[src/rtl/cfgx_pkg.sv]
package cfgx_pkg;
  localparam int unsigned DEF_ALUS   = 5;
  localparam int unsigned DEF_CW     = 37;
  localparam int unsigned DEF_SLOTS  = 8;
  localparam int unsigned DEF_LINES  = 32;
  localparam int unsigned DEF_BUS_W  = 16;
  localparam int unsigned DEF_REG_W  = 3;
  localparam int unsigned DEF_OFF_W  = 7;

  // region code of the line bank; ALU k uses LINE_REGION + 1 + k
  localparam int unsigned LINE_REGION = 0;
endpackage

[src/rtl/cfgx_bank.sv]
module cfgx_bank #(
  parameter int unsigned DEPTH = 8,
  parameter int unsigned WIDTH = 37,
  localparam int unsigned AW = $clog2(DEPTH)
) (
  input  logic             clk,
  input  logic             rst,
  input  logic             we,
  input  logic [AW-1:0]    waddr,
  input  logic [WIDTH-1:0] wdata,
  input  logic [AW-1:0]    raddr,
  output logic [WIDTH-1:0] rdata
);
  logic [WIDTH-1:0] mem [DEPTH];

  always_ff @(posedge clk) begin
    if (rst) begin
      for (int i = 0; i < DEPTH; i++) mem[i] <= '0;
    end else if (we) begin
      mem[waddr] <= wdata;
    end
  end

  assign rdata = mem[raddr];
endmodule

[src/rtl/cfgx_load_ctl.sv]
module cfgx_load_ctl #(
  parameter int unsigned NUM_ALU = 5,
  parameter int unsigned CW      = 37,
  parameter int unsigned SLOTS   = 8,
  parameter int unsigned LINES   = 32,
  parameter int unsigned BUS_W   = 16,
  parameter int unsigned REG_W   = 3,
  parameter int unsigned OFF_W   = 7,
  localparam int unsigned IDX_W  = $clog2(SLOTS),
  localparam int unsigned SEL_W  = $clog2(LINES),
  localparam int unsigned LINE_W = NUM_ALU * IDX_W,
  localparam int unsigned ADDR_W = REG_W + OFF_W
) (
  input  logic               clk,
  input  logic               rst,
  input  logic               run,
  input  logic               ld_we,
  input  logic [ADDR_W-1:0]  ld_addr,
  input  logic [BUS_W-1:0]   ld_data,
  output logic               line_we,
  output logic [SEL_W-1:0]   line_waddr,
  output logic [LINE_W-1:0]  line_wdata,
  output logic [NUM_ALU-1:0] slot_we,
  output logic [IDX_W-1:0]   slot_waddr,
  output logic [CW-1:0]      slot_wdata,
  output logic               load_err
);
  import cfgx_pkg::*;

  localparam int unsigned WORDS  = (CW + BUS_W - 1) / BUS_W;
  localparam int unsigned WSEL_W = (WORDS > 1) ? $clog2(WORDS) : 1;
  localparam int unsigned STG_W  = (WORDS - 1) * BUS_W;
  localparam int unsigned LAST_W = CW - STG_W;

  logic [REG_W-1:0]  region;
  logic [OFF_W-1:0]  offset;
  logic [WSEL_W-1:0] word;
  logic              accept;
  logic              alu_region;
  logic              commit;
  logic [STG_W-1:0]  stage;

  assign region     = ld_addr[ADDR_W-1 -: REG_W];
  assign offset     = ld_addr[OFF_W-1:0];
  assign word       = offset[WSEL_W-1:0];
  assign accept     = ld_we && !run;
  assign alu_region = (region > REG_W'(LINE_REGION)) &&
                      (region <= REG_W'(LINE_REGION + NUM_ALU));
  assign commit     = accept && alu_region && (word == WSEL_W'(WORDS - 1));

  assign line_we    = accept && (region == REG_W'(LINE_REGION));
  assign line_waddr = offset[SEL_W-1:0];
  assign line_wdata = ld_data[LINE_W-1:0];

  assign slot_waddr = offset[WSEL_W +: IDX_W];
  assign slot_wdata = {ld_data[LAST_W-1:0], stage};

  for (genvar k = 0; k < NUM_ALU; k++) begin : g_slot_we
    assign slot_we[k] = commit && (region == REG_W'(LINE_REGION + 1 + k));
  end

  always_ff @(posedge clk) begin
    if (rst) begin
      stage    <= '0;
      load_err <= 1'b0;
    end else begin
      if (ld_we && run) load_err <= 1'b1;
      if (accept && alu_region && (word < WSEL_W'(WORDS - 1)))
        stage[word*BUS_W +: BUS_W] <= ld_data;
    end
  end
endmodule

[src/rtl/cfgx_ctrl_expander.sv]
module cfgx_ctrl_expander #(
  parameter int unsigned NUM_ALU = cfgx_pkg::DEF_ALUS,
  parameter int unsigned CW      = cfgx_pkg::DEF_CW,
  parameter int unsigned SLOTS   = cfgx_pkg::DEF_SLOTS,
  parameter int unsigned LINES   = cfgx_pkg::DEF_LINES,
  parameter int unsigned BUS_W   = cfgx_pkg::DEF_BUS_W,
  parameter int unsigned REG_W   = cfgx_pkg::DEF_REG_W,
  parameter int unsigned OFF_W   = cfgx_pkg::DEF_OFF_W,
  localparam int unsigned IDX_W  = $clog2(SLOTS),
  localparam int unsigned SEL_W  = $clog2(LINES),
  localparam int unsigned LINE_W = NUM_ALU * IDX_W,
  localparam int unsigned ADDR_W = REG_W + OFF_W,
  localparam int unsigned OUT_W  = NUM_ALU * CW
) (
  input  logic              clk,
  input  logic              rst,
  input  logic              run,
  input  logic [SEL_W-1:0]  sel,
  input  logic              ld_we,
  input  logic [ADDR_W-1:0] ld_addr,
  input  logic [BUS_W-1:0]  ld_data,
  output logic [OUT_W-1:0]  ctrl_words,
  output logic              load_err
);
  logic               line_we;
  logic [SEL_W-1:0]   line_waddr;
  logic [LINE_W-1:0]  line_wdata;
  logic [NUM_ALU-1:0] slot_we;
  logic [IDX_W-1:0]   slot_waddr;
  logic [CW-1:0]      slot_wdata;
  logic [LINE_W-1:0]  line_rd;
  logic [CW-1:0]      alu_word [NUM_ALU];

  cfgx_load_ctl #(
    .NUM_ALU(NUM_ALU), .CW(CW), .SLOTS(SLOTS), .LINES(LINES),
    .BUS_W(BUS_W), .REG_W(REG_W), .OFF_W(OFF_W)
  ) u_load (
    .clk(clk), .rst(rst), .run(run), .ld_we(ld_we), .ld_addr(ld_addr),
    .ld_data(ld_data), .line_we(line_we), .line_waddr(line_waddr),
    .line_wdata(line_wdata), .slot_we(slot_we), .slot_waddr(slot_waddr),
    .slot_wdata(slot_wdata), .load_err(load_err)
  );

  cfgx_bank #(.DEPTH(LINES), .WIDTH(LINE_W)) u_lines (
    .clk(clk), .rst(rst), .we(line_we), .waddr(line_waddr),
    .wdata(line_wdata), .raddr(sel), .rdata(line_rd)
  );

  for (genvar k = 0; k < NUM_ALU; k++) begin : g_alu
    cfgx_bank #(.DEPTH(SLOTS), .WIDTH(CW)) u_slots (
      .clk(clk), .rst(rst), .we(slot_we[k]), .waddr(slot_waddr),
      .wdata(slot_wdata), .raddr(line_rd[k*IDX_W +: IDX_W]),
      .rdata(alu_word[k])
    );
  end

  always_ff @(posedge clk) begin
    if (rst) begin
      ctrl_words <= '0;
    end else begin
      for (int k = 0; k < NUM_ALU; k++) ctrl_words[k*CW +: CW] <= alu_word[k];
    end
  end
endmodule

[config.mk]
export PLATFORM = sky130hd
export DESIGN_NAME = cfgx_ctrl_expander
export DESIGN_NICKNAME = d
export VERILOG_FILES = /design/src/rtl/cfgx_pkg.sv /design/src/rtl/cfgx_bank.sv /design/src/rtl/cfgx_load_ctl.sv /design/src/rtl/cfgx_ctrl_expander.sv
export SDC_FILE = /design/constraint.sdc
export NUM_CORES = 2
export LEC_CHECK = 0
export BUFFER_PORTS_ARGS = -buffer_cell sky130_fd_sc_hd__buf_2
export CAP_MARGIN = 20
export CORE_MARGIN = 2
export CORE_UTILIZATION = 50
export DETAILED_ROUTE_END_ITERATION = 10
export PLACE_DENSITY = 0.68
export SLEW_MARGIN = 30
export SYNTH_ARGS = -nofsm -noshare
export SYNTH_HDL_FRONTEND = slang
export SYNTH_HIERARCHICAL = 1
export SYNTH_SLANG_ARGS = --single-unit
[constraint.sdc]
create_clock -name clk -period 6.7 [get_ports clk]
set_input_delay 1.675 -clock clk [delete_from_list [all_inputs] [get_ports clk]]
set_output_delay 1.675 -clock clk [all_outputs]
set_load 0.01 [all_outputs]
# Yosys cells after proc, flatten, opt, wreduce, memory -nomap -nowiden
# Memory sizes are Yosys's and may differ from the RTL's. A register that Yosys moved wholly into a read port is not among the register bits.
# Index checks and enable logic that the tools add are counted.
# word_totals
regBits	33
wordCells	79
out_inout_bits	186
inputBits	35
n_memories	6
ram_bits	1960
# mem_list
name	depth	width	rd	rd_clocked_by_memory_dff	wr	line	text
u_lines.mem	32	15	1	0	32	cfgx_bank.sv:14	logic [WIDTH-1:0] mem [DEPTH];
g_alu[0].u_slots.mem	8	37	1	1	8	cfgx_bank.sv:14	
g_alu[1].u_slots.mem	8	37	1	1	8	cfgx_bank.sv:14	
g_alu[2].u_slots.mem	8	37	1	1	8	cfgx_bank.sv:14	
g_alu[3].u_slots.mem	8	37	1	1	8	cfgx_bank.sv:14	
g_alu[4].u_slots.mem	8	37	1	1	8	cfgx_bank.sv:14	
# op_classes
n_shift	2
mux	39
reduce_logical	20
n_eq_ne	6
n_lt_le_gt_ge	3
add_sub_neg	1
# op_table
cell	n
$mux 37	5
$reduce_or 37->1	5
$neg 6->34	1
$shift 16x34->32 const A	1
$shiftx 16x34->32	1
$bwmux 32	1
$mux 1	26
$mux 15	1
$mux 3	5
$reduce_or 15->1	1
$logic_and 1x1->1	12
$eq 3x2->1 const B	2
$eq 3x3->1 const B	2
$mux 5	1
$eq 3x1->1 const B	1
$gt 3x1->1 const B	1
$le 3x3->1 const B	1
$logic_not 3->1	1
$eq 2x2->1 const B	1
$lt 2x2->1 const B	1
$logic_not 1->1	1

# Depth between registers and ports, before layout
# depth
word_depth	10
ltp_mapped	13
depth_no_buf	8

# Hierarchy
# The synthesis kept the hierarchy.
# by_module_without_submodules
module	cells_each	seq_area_each_um2	area_per_inst_um2	instances
cfgx_bank at g_alu[2].u_slots ...	841	8888.5	13534.2	3
cfgx_bank at u_lines	1655	14413.8	22738.1	1
cfgx_bank at g_alu[0].u_slots	841	8888.5	13535.5	1
cfgx_bank at g_alu[1].u_slots	841	8888.5	13107.6	1
cfgx_ctrl_expander	390	3703.6	4957.3	1
cfgx_load_ctl	221	660.6	1885.6	1

# Worst setup path after synthesis
# No wires, ideal clock.
# synth_path
path_kind	input -> register
startpoint	input port ld_addr[0]
endpoint	memory g_alu[3].u_slots.mem[1][0], enable pin
arrival_time_ns	5.127
required_time_ns	6.261
setup_ns	0.439
path_buffers	5
stages	10
setup_slack_ns	1.133
cell_sequence	buf_2 buf_2 inv_1 ha_1 nor4b_1 or3b_1 clkbuf_1 buf_4 buf_6 o21bai_1
# synth_rtl
item	line	text
start: declaration	cfgx_ctrl_expander.sv:20	input logic [ADDR_W-1:0] ld_addr,
end: declaration	cfgx_bank.sv:14	

# Worst setup path after layout
# layout_path
startpoint	input port sel[1]
endpoint	register ctrl_words[49], read port of g_alu[1].u_slots.mem
# layout_between
elab_chain_len	1
# layout_lines
item	line	text
start: declaration	cfgx_ctrl_expander.sv:18	input logic [SEL_W-1:0] sel,
$mem_v2 32x15	-	
net line_rd[5]	cfgx_ctrl_expander.sv:31	logic [LINE_W-1:0] line_rd;
end: declaration	cfgx_ctrl_expander.sv:22	output logic [OUT_W-1:0] ctrl_words,
# The timed path passes the listed nets, and every way through them passes these cells.
# A chain may end at the register's enable or synchronous reset.

==> flow_metrics.py <==
metrics = {
    "synth": {
        "ys_warn_count": 6,
        "syn-num-nets": 6509,
        "synth_common_cells": "edfxtp_1 (1960), nor3_1 (1195), and2_1 (453), mux4_2 (370), nor3_2 (305)",
        "synth_most_common_cell": "edfxtp_1",
        "ys_ff_latch": 2178,
        "ys_types": 53,
        "async_flop_share_pct": 0,
        "synth_area_um2": 96800,
        "synthCells": 6471,
        "synth_sequential_area_ratio_pct": 65.3,
        "syn-mean-instance-area_um2": 15.0,
        "synth-edff-count": 1960,
        "yosys-top-cells-area": "edfxtp_1 (61%), mux4_2 (8.6%), nor3_1 (6.2%)",
        "synth_top_cell_by_area": "edfxtp_1",
        "synth.top_cell.area_share_pct": 60.8,
        "yosys_most_used_dff": "edfxtp_1",
    },
    "sta": {
        "slew-limit-headroom_pct": 28.1,
        "min_period_over_period_pct": 74.2,
        "rsz0062_at_grt": "no",
        "slew_viol_final": 0,
        "fmax_ghz": 0.201,
        "final.setup.worst_slack_ps": 1730,
        "final.min_clock_period_ps": 4970,
        "setup_tns_ps": 0,
        "skew_ps": 36.2,
        "setup_viol": 0,
        "hold_violations": 0,
        "tightest_slew_ps": 1080,
    },
    "route": {
        "wl_per_cell_um": 27.4,
        "routed_via_density": 6.10,
        "drt-total-wl_um": 252000,
        "antenna_left": 0,
        "drt_iter0_drc": 5581,
        "drc": 0,
        "vias": 56191,
        "firstDrtPassIters": 6,
    },
    "clock_network": {
        "cts_resized": 0,
        "cts_tree": "done",
        "clk_path_buf_depth": 3,
        "clock-sinks": 2178,
        "clock_latency_ps": 870,
        "post_cts_buffers": 0,
        "cts-buffers-inserted": 221,
        "htreeDepth": 4,
        "root_buffer": "clkbuf_16",
        "cts_hold_buf": 0,
        "cts.clk_slew.worst_paths_ps": 60,
    },
    "layout": {
        "drive_gt1_share_pct": 26.6,
        "n_fill_cell": 15111,
        "area_growth_pct": 11.0,
        "fin_nets": 6515,
    },
    "status": {
        "status": "complete, no violations",
    },
    "critical_path": {
        "arrival_ps": 5690,
        "path_max_fanout": 57,
        "crit_path_max_incr_delay_ps": 710,
        "path_class": "in2reg",
        "critPathSlowestCell": "buf_4",
        "cp_top_family": "buffers and inverters",
        "path_common_cell": "buf_4",
        "end_kind": "register",
        "path_buf_inv": 5,
        "crit_path_cell_trace": "buf_8 -> buf_4 -> buf_4 -> mux2i_1 -> a22o_1 -> nor3_1 -> a31oi_1 -> nand3_4 -> buf_4 -> buf_4 -> mux4_2 -> mux2_2 -> nor2b_1",
        "worst_ep_required_time_ps": 7420,
        "cp-start-kind": "primary input",
    },
    "placement": {
        "dp_slack_ps": 867,
        "portBuffers": 218,
        "dp_hpwl_um": 145000,
        "place_congestion": 0.845,
    },
    "global_routing": {
        "grt_pass1_wl_um": 373000,
        "first_global_vias": 56390,
        "antenna_found_initial": 12,
        "track_usage_pct": 25.5,
        "gr-total-overflow": 0,
        "grt_max_degree": 104,
    },
    "floorplan": {
        "start_util_pct": 50.3,
        "die_width_um": 444,
        "die-area_um2": 197000,
        "core_um2": 193000,
        "rows": 161,
        "io_pins": 221,
        "die_y_um": 444,
    },
    "pwr": {
        "p_leak_uw": 0.0354,
        "power_per_cell_area_nw_per_um2": 286,
        "ir_drop_mv": 0.227,
    },
    "flow_run": {
        "max-cap-violations": 0,
    },
    "min_path": {
        "min_path_type": "reg2reg",
    },
}
## layout by cell type (no fill, tap or decap), types with 50 or more instances in the layout
cell type / instances
a22oi_1: 60
and2_1: 452
buf_2: 216
buf_4: 170
clkbuf_1: 75
clkbuf_16: 224
clkinv_1: 227
dfxtp_1: 208
edfxtp_1: 1960
mux2_2: 185
mux2i_1: 256
mux4_2: 370
nand2_1: 50
nor2b_1: 186
nor3_1: 1195
nor3_2: 305
## logic make-up after synthesis
group | after synthesis | share of synthesized area, %
and+or+nand+nor | 2434 | 15.4
buffers and inverters | 837 | 4.34
muxes | 811 | 13.4
DFF | 2178 | 65.3
AOI/OAI and AO/OA | 208 | 1.51
adders and majority gates | 3 | 0.0388
## path summary, 6_finish.rpt
check,from,endpoint,slack [ps],cells past startpoint
hold reg to reg,u_load/load_err$_SDFFE_PP0P_,u_load/load_err$_SDFFE_PP0P_,480,2
setup / recovery,sel[1],ctrl_words[49]$_SDFF_PP0_,1730,13
hold / removal,u_load/load_err$_SDFFE_PP0P_,u_load/load_err$_SDFFE_PP0P_,480,2
setup reg to reg,u_lines/mem[5][12]$_SDFFCE_PN0P_,ctrl_words[182]$_SDFF_PP0_,2920,10
## tightest hold or removal path, cell delays in order, from the launching register on
cell and delay (ps):
dfxtp_1 320, a21oi_1 40, nor2_1 80
## power breakdown
| part | internal, uW | total, uW | switching [uW] |
|---|---|---|---|
| clock network | 6750 | 11900 | 5160 |
| logic | 1380 | 3250 | 1860 |
| registers | 15400 | 15600 | 230 |
| total | 23500 | 30800 | 7250 |
## sequential cells by signal, indices dropped and copies added (netlist names)
register and cells:
u_load/load_err 1, u_load/stage 32, u_lines/mem 480, g_alu.u_slots/mem 1480
ctrl_words 185
## stage by stage
step / cells / total power, uW / util [%] / hold WS (ps) / area (um2)
finish: 9209 / 30800 / 55.8 / 480 / 107000
global route: 9204 / 31700 / 55.8 / 533 / 107000
CTS: 9192 / 31000 / 55.7 / 487 / 107000
detailed placement: 8776 / 19200 / 52.1 / 472 / 100000
global placement: 8774 / 19100 / 52.1 / 462 / 100000
floorplan: 6471 / 18000 / - / 502 / 96800
## metal layers
layer  up-vias  GRT usage [%]  part of all wire [%]
met4         2           11.4                   4.5
li1      24611              -                     -
met3       434           3.64                   7.0
met1     28889           34.1                    39
met2      2255           41.7                    49
met5         -              0                0.0052
## area by class of cell
cell class | instances | area, um2 | share of cell area [%]
antenna | 13 | 32.5 | 0.0303
clock buffer | 319 | 6160 | 5.73
clock inverter | 97 | 801 | 0.745
inverter | 189 | 709 | 0.660
multi-input combinational | 3456 | 30200 | 28.1
sequential | 2178 | 63200 | 58.8
tap | 2526 | 3160 | 2.94
timing repair buffer | 431 | 3200 | 2.98
No activity file was read; power rests on OpenSTA's default activity.
